[src/rtl/pps_pkg.sv]
package pps_pkg;
  typedef enum logic [2:0] {
    ST_OFF,
    ST_UP_SUP,
    ST_UP_DATA,
    ST_ON,
    ST_DN_BL,
    ST_DN_DATA
  } pps_state_e;
endpackage

[src/rtl/pps_tick_timer.sv]
module pps_tick_timer #(
  parameter int unsigned DLY_W = 16
) (
  input  logic             clk_i,
  input  logic             rst_ni,
  input  logic             restart_i,
  input  logic             tick_i,
  input  logic [DLY_W-1:0] limit_i,
  output logic             done_o
);
  logic [DLY_W-1:0] elapsed_q;
  logic [DLY_W:0]   next_cnt;

  assign next_cnt = {1'b0, elapsed_q} + 1'b1;
  // limit 0 also expires on the first tick
  assign done_o   = tick_i && (next_cnt >= {1'b0, limit_i});

  always_ff @(posedge clk_i or negedge rst_ni) begin
    if (!rst_ni)                elapsed_q <= '0;
    else if (restart_i)         elapsed_q <= '0;
    else if (tick_i && !done_o) elapsed_q <= next_cnt[DLY_W-1:0];
  end
endmodule

[src/rtl/pps_fsm.sv]
module pps_fsm
  import pps_pkg::*;
#(
  parameter int unsigned DLY_W = 16
) (
  input  logic             clk_i,
  input  logic             rst_ni,
  input  logic             req_i,
  input  logic             done_i,
  input  logic [DLY_W-1:0] on_dly_sup_i,
  input  logic [DLY_W-1:0] on_dly_data_i,
  input  logic [DLY_W-1:0] off_dly_bl_i,
  input  logic [DLY_W-1:0] off_dly_data_i,
  output pps_state_e       state_o,
  output logic             restart_o,
  output logic [DLY_W-1:0] limit_o
);
  pps_state_e state_q, state_d;

  always_comb begin
    state_d = state_q;
    unique case (state_q)
      ST_OFF:     if (req_i) state_d = ST_UP_SUP;
      ST_UP_SUP:  if (!req_i) state_d = ST_DN_DATA;
                  else if (done_i) state_d = ST_UP_DATA;
      // backlight never came on: drop data now, skip its off gap
      ST_UP_DATA: if (!req_i) state_d = ST_DN_DATA;
                  else if (done_i) state_d = ST_ON;
      ST_ON:      if (!req_i) state_d = ST_DN_BL;
      ST_DN_BL:   if (req_i) state_d = ST_UP_DATA;
                  else if (done_i) state_d = ST_DN_DATA;
      ST_DN_DATA: if (req_i) state_d = ST_UP_SUP;
                  else if (done_i) state_d = ST_OFF;
      default:    state_d = ST_OFF;
    endcase
  end

  always_comb begin
    unique case (state_q)
      ST_UP_SUP:  limit_o = on_dly_sup_i;
      ST_UP_DATA: limit_o = on_dly_data_i;
      ST_DN_BL:   limit_o = off_dly_bl_i;
      ST_DN_DATA: limit_o = off_dly_data_i;
      default:    limit_o = '0;
    endcase
  end

  always_ff @(posedge clk_i or negedge rst_ni) begin
    if (!rst_ni) state_q <= ST_OFF;
    else         state_q <= state_d;
  end

  assign restart_o = (state_d != state_q);
  assign state_o   = state_q;
endmodule

[src/rtl/pps_out_map.sv]
module pps_out_map
  import pps_pkg::*;
(
  input  pps_state_e state_i,
  output logic       supply_en_o,
  output logic       data_en_o,
  output logic       bl_en_o,
  output logic       busy_o,
  output logic       on_done_o,
  output logic       off_done_o
);
  always_comb begin
    unique case (state_i)
      ST_OFF:                {supply_en_o, data_en_o, bl_en_o} = 3'b000;
      ST_UP_SUP, ST_DN_DATA: {supply_en_o, data_en_o, bl_en_o} = 3'b100;
      ST_UP_DATA, ST_DN_BL:  {supply_en_o, data_en_o, bl_en_o} = 3'b110;
      ST_ON:                 {supply_en_o, data_en_o, bl_en_o} = 3'b111;
      default:               {supply_en_o, data_en_o, bl_en_o} = 3'b000;
    endcase
  end

  assign on_done_o  = (state_i == ST_ON);
  assign off_done_o = (state_i == ST_OFF);
  assign busy_o     = !on_done_o && !off_done_o;
endmodule

[src/rtl/panel_pwr_seq.sv]
module panel_pwr_seq
  import pps_pkg::*;
#(
  parameter int unsigned DLY_W = 16
) (
  input  logic             clk_i,
  input  logic             rst_ni,
  input  logic             pwr_req_i,
  input  logic             tick_i,
  input  logic [DLY_W-1:0] on_dly_sup_i,
  input  logic [DLY_W-1:0] on_dly_data_i,
  input  logic [DLY_W-1:0] off_dly_bl_i,
  input  logic [DLY_W-1:0] off_dly_data_i,
  output logic             supply_en_o,
  output logic             data_en_o,
  output logic             bl_en_o,
  output logic             busy_o,
  output logic             on_done_o,
  output logic             off_done_o
);
  pps_state_e       state;
  logic             restart;
  logic             done;
  logic [DLY_W-1:0] limit;

  pps_fsm #(.DLY_W(DLY_W)) u_fsm (
    .clk_i         (clk_i),
    .rst_ni        (rst_ni),
    .req_i         (pwr_req_i),
    .done_i        (done),
    .on_dly_sup_i  (on_dly_sup_i),
    .on_dly_data_i (on_dly_data_i),
    .off_dly_bl_i  (off_dly_bl_i),
    .off_dly_data_i(off_dly_data_i),
    .state_o       (state),
    .restart_o     (restart),
    .limit_o       (limit)
  );

  pps_tick_timer #(.DLY_W(DLY_W)) u_timer (
    .clk_i    (clk_i),
    .rst_ni   (rst_ni),
    .restart_i(restart),
    .tick_i   (tick_i),
    .limit_i  (limit),
    .done_o   (done)
  );

  pps_out_map u_map (
    .state_i    (state),
    .supply_en_o(supply_en_o),
    .data_en_o  (data_en_o),
    .bl_en_o    (bl_en_o),
    .busy_o     (busy_o),
    .on_done_o  (on_done_o),
    .off_done_o (off_done_o)
  );
endmodule

[config.mk]
export PLATFORM = sky130hd
export DESIGN_NAME = panel_pwr_seq
export DESIGN_NICKNAME = d
export VERILOG_FILES = /design/src/rtl/pps_pkg.sv /design/src/rtl/pps_tick_timer.sv /design/src/rtl/pps_fsm.sv /design/src/rtl/pps_out_map.sv /design/src/rtl/panel_pwr_seq.sv
export SDC_FILE = /design/constraint.sdc
export NUM_CORES = 1
export LEC_CHECK = 0
export BUFFER_PORTS_ARGS = -buffer_cell sky130_fd_sc_hd__buf_2
export CAP_MARGIN = 20
export CORE_MARGIN = 8
export CORE_UTILIZATION = 35
export CTS_BUF_LIST = sky130_fd_sc_hd__clkbuf_8
export DETAILED_ROUTE_END_ITERATION = 7
export SYNTH_ARGS = -nofsm -noshare
export SYNTH_HDL_FRONTEND = slang
export SYNTH_SLANG_ARGS = --single-unit
[constraint.sdc]
create_clock -name clk_i -period 6.2 [get_ports clk_i]
set_clock_uncertainty 0.15 [all_clocks]
set_input_delay 0.93 -clock clk_i [delete_from_list [all_inputs] [get_ports clk_i]]
set_output_delay 0.93 -clock clk_i [all_outputs]
set_load 0.05 [all_outputs]
==> out/qor.yml <==
yosys:
  synth_fp_nets: 360
  avgSynthCellArea_sq_um: 7.880
  synth_top_cell_by_area: "dfrtp_1"
  synth_seq_cells: 19
  synth_edf_count: 0
  synth_flop_cell: "dfrtp_1"
  yosysSeqAreaShare_pct: 21.94
  synth.distinct_cells: 45
  syn_area_sq_um: 2167
  async_flop_share_pct: 100.0
  synth_area_leaders: "dfrtp_1 (22%), ha_1 (9.8%), a21oi_1 (8.5%), mux2i_1 (8.3%), nor2_1 (6.9%)"
  ys_warn_count: 0
  synth_cells: 275
  synth_top_cell_area_share_pct: 21.94
floorplanning:
  core.rowCount: 28
  dieHeight_um: 94.69
  die-area_sq_um: 8965
  core-area_sq_um: 5956
  die_w_um: 94.69
  initial_core_util_pct: 36.39
  io_pins: 74
placement:
  gp_congestion: 0.8035
  dp_hpwl_mm: 4.959
  io_buffers: 73
  post-place-ws_ns: 1.272
grt:
  grt_pass1_vias: 2078
  grt_pass1_wl_mm: 10.05
  grtUsageTotal_pct: 13.63
  grt_max_degree: 31
  grt_overflow: 0
  antenna_found_initial: 0
clocking:
  clockRootBuffer: "clkbuf_8"
  clk_pin_slew_worst_paths_ns: 0.07
  cts_hold_buf: 0
  clock-sinks: 19
  ctsResizeCount: 0
  htree_levels: 1
  cts_tree: "done"
  cts_buffers: 3
  post_cts_buffers: 0
  cts_buffer_depth: 2
  clk_latency_ns: 0.26
critical_path:
  cp.required_ns: 6.15
  critical_path_arrival_ns: 4.35
  start_kind: "flop"
  rrSetupSlack_ns: 1.80
  path_max_fanout: 27
  end_kind: "flop"
  critPathKind: "reg -> reg"
worst_hold_path:
  min_path_type: "in -> async"
power:
  p_leak_nw: 1.254
  p_comb_share_pct: 29.0
  power_density_nw_per_um2: 115.9
  swShare_pct: 30.18
  p_clk_share_pct: 28.0
  total_power_mw: 0.3040
  switchingPower_mw: 0.09176
  ir_drop_v: 0.00004835
  sequentialPowerShare_pct: 43.0
  p_int_mw: 0.2123
timing:
  rsz0062_at_grt: "no"
  hold_viol: 0
  final_max_slew_viol_count: 0
  worstMarginPinSlew_ns: 0.9196
  period_needed_ns: 4.401
  fin_tns_setup_ns: 0
  max_slew_margin_pct: 38.47
  setup_violations: 0
  setup_slack_ns: 1.799
  fmax_mhz: 227.2
  fin_crit_sh_pct: 70.98
final_layout:
  drive_above_1_share_pct: 28.49
  n_antenna_cell: 0
  layout_commonest_cell: "buf_2"
  final_cell_mix: "buf_2 (73), nor2_1 (40), a21oi_1 (37), dfrtp_1 (19)"
  fillers: 601
  final-seq-area_sq_um: 475.5
  area.growth.synth_to_final_pct: 21.07
  post-route-util_pct: 44.05
  multiInputGateArea_sq_um: 1583
  fin_nets: 423
detailed_routing:
  route.detailed.drc: 0
  wl_per_cell_um: 15.17
  dr.pass1.iters: 4
  drt-total-wl_mm: 6.249
  antenna_left: 0
  vias: 2252
  vias_per_cell: 5.466
  drtIter0Drc: 100
status:
  outcome: "finished clean"
flow_run:
  drv_cap: 0
==> state kept, by name, summed over array words and instances, names as in the netlist <==
name               count
u_fsm.state_o          3
u_timer.elapsed_q     16
==> power by group through the flow <==
stage,clock network (mW),registers (mW),logic [mW]
finish,0.0853,0.131,0.0881
detailed placement,0,0.136,0.0835
floorplan,0,0.131,0.0514
global route,0.0913,0.131,0.101
global placement,0,0.135,0.0821
CTS,0.0876,0.133,0.0841
==> cells by family (layout without fill, tap and decap cells) <==
family                   after synthesis  count (layout)  share of synthesized area [%]
AND/OR/NAND/NOR                       95              95                          22.06
AO/OA/AOI/OAI                         86              86                          26.27
buffers and inverters                 24              86                          5.022
multiplexers                          19              19                          8.834
flip-flops                            19              19                          21.94
adder cells (fa/ha/maj)               17              17                          9.815
XOR/XNOR                              15              15                          6.063
==> routing by layer <==
metal	share of wire, %	global-route usage [%]
met1	45	18.36
met5	0	0
met3	9.4	2.937
met4	1.5	5.072
met2	44	20.80
==> cell usage after synthesis (2+ instances only) <==
library cell,count
mux2i_1,18
clkbuf_1,9
dfrtp_1,19
nor3_1,3
a211oi_1,8
o21a_1,2
a31o_2,2
nand3_1,8
or2_2,2
inv_1,6
xor2_1,3
and4_1,2
a211oi_2,8
xnor2_1,12
buf_4,4
nor3_2,2
and3_1,2
or3_1,13
nand4_1,7
buf_2,3
nand2_1,10
o21ai_0,18
ha_1,17
nor2_1,40
a21oi_1,37
==> cell type report <==
type	count	area share, %
multi-input combinational	232	60.32
inverter	7	1.001
timing repair buffer	75	15.26
tap	75	3.577
sequential	19	18.12
clock inverter	1	0.1431
clock buffer	3	1.574
==> worst paths after layout <==
path | start | cells past startpoint | endpoint
worst min-delay path | rst_ni | 1 | u_timer.elapsed_q[11]
max in group asynchronous | rst_ni | 1 | u_fsm.state_o[1]
worst max register to register | u_fsm.state_o[1] | 10 | u_timer.elapsed_q[4]
worst max-delay path | u_fsm.state_o[1] | 10 | u_timer.elapsed_q[4]
worst min register to register | u_timer.elapsed_q[1] | 2 | u_timer.elapsed_q[1]
min in group clk_i | u_timer.elapsed_q[1] | 2 | u_timer.elapsed_q[1]
==> per-stage QoR <==
step                instance area [sq um]  cells  hold slack [ns]
finish                               2624    412           0.4606
global route                         2624    412           0.4913
CTS                                  2596    411           0.4543
detailed placement                   2551    407           0.4376
global placement                     2551    407           0.4237
floorplan                            2167    275           0.4029
==> worst max-delay path: stages, from the launching register on <==
cell and delay (ns):
dfrtp_1 0.83, nand2_1 0.22, nor2_1 0.76, a21oi_1 0.21
ha_1 0.34, nand4_1 0.13, nor3_1 0.25, a2111oi_2 0.09
o211ai_1 0.44, o211a_1 0.70, a211oi_1 0.11
(Power assumes the default switching activity.)
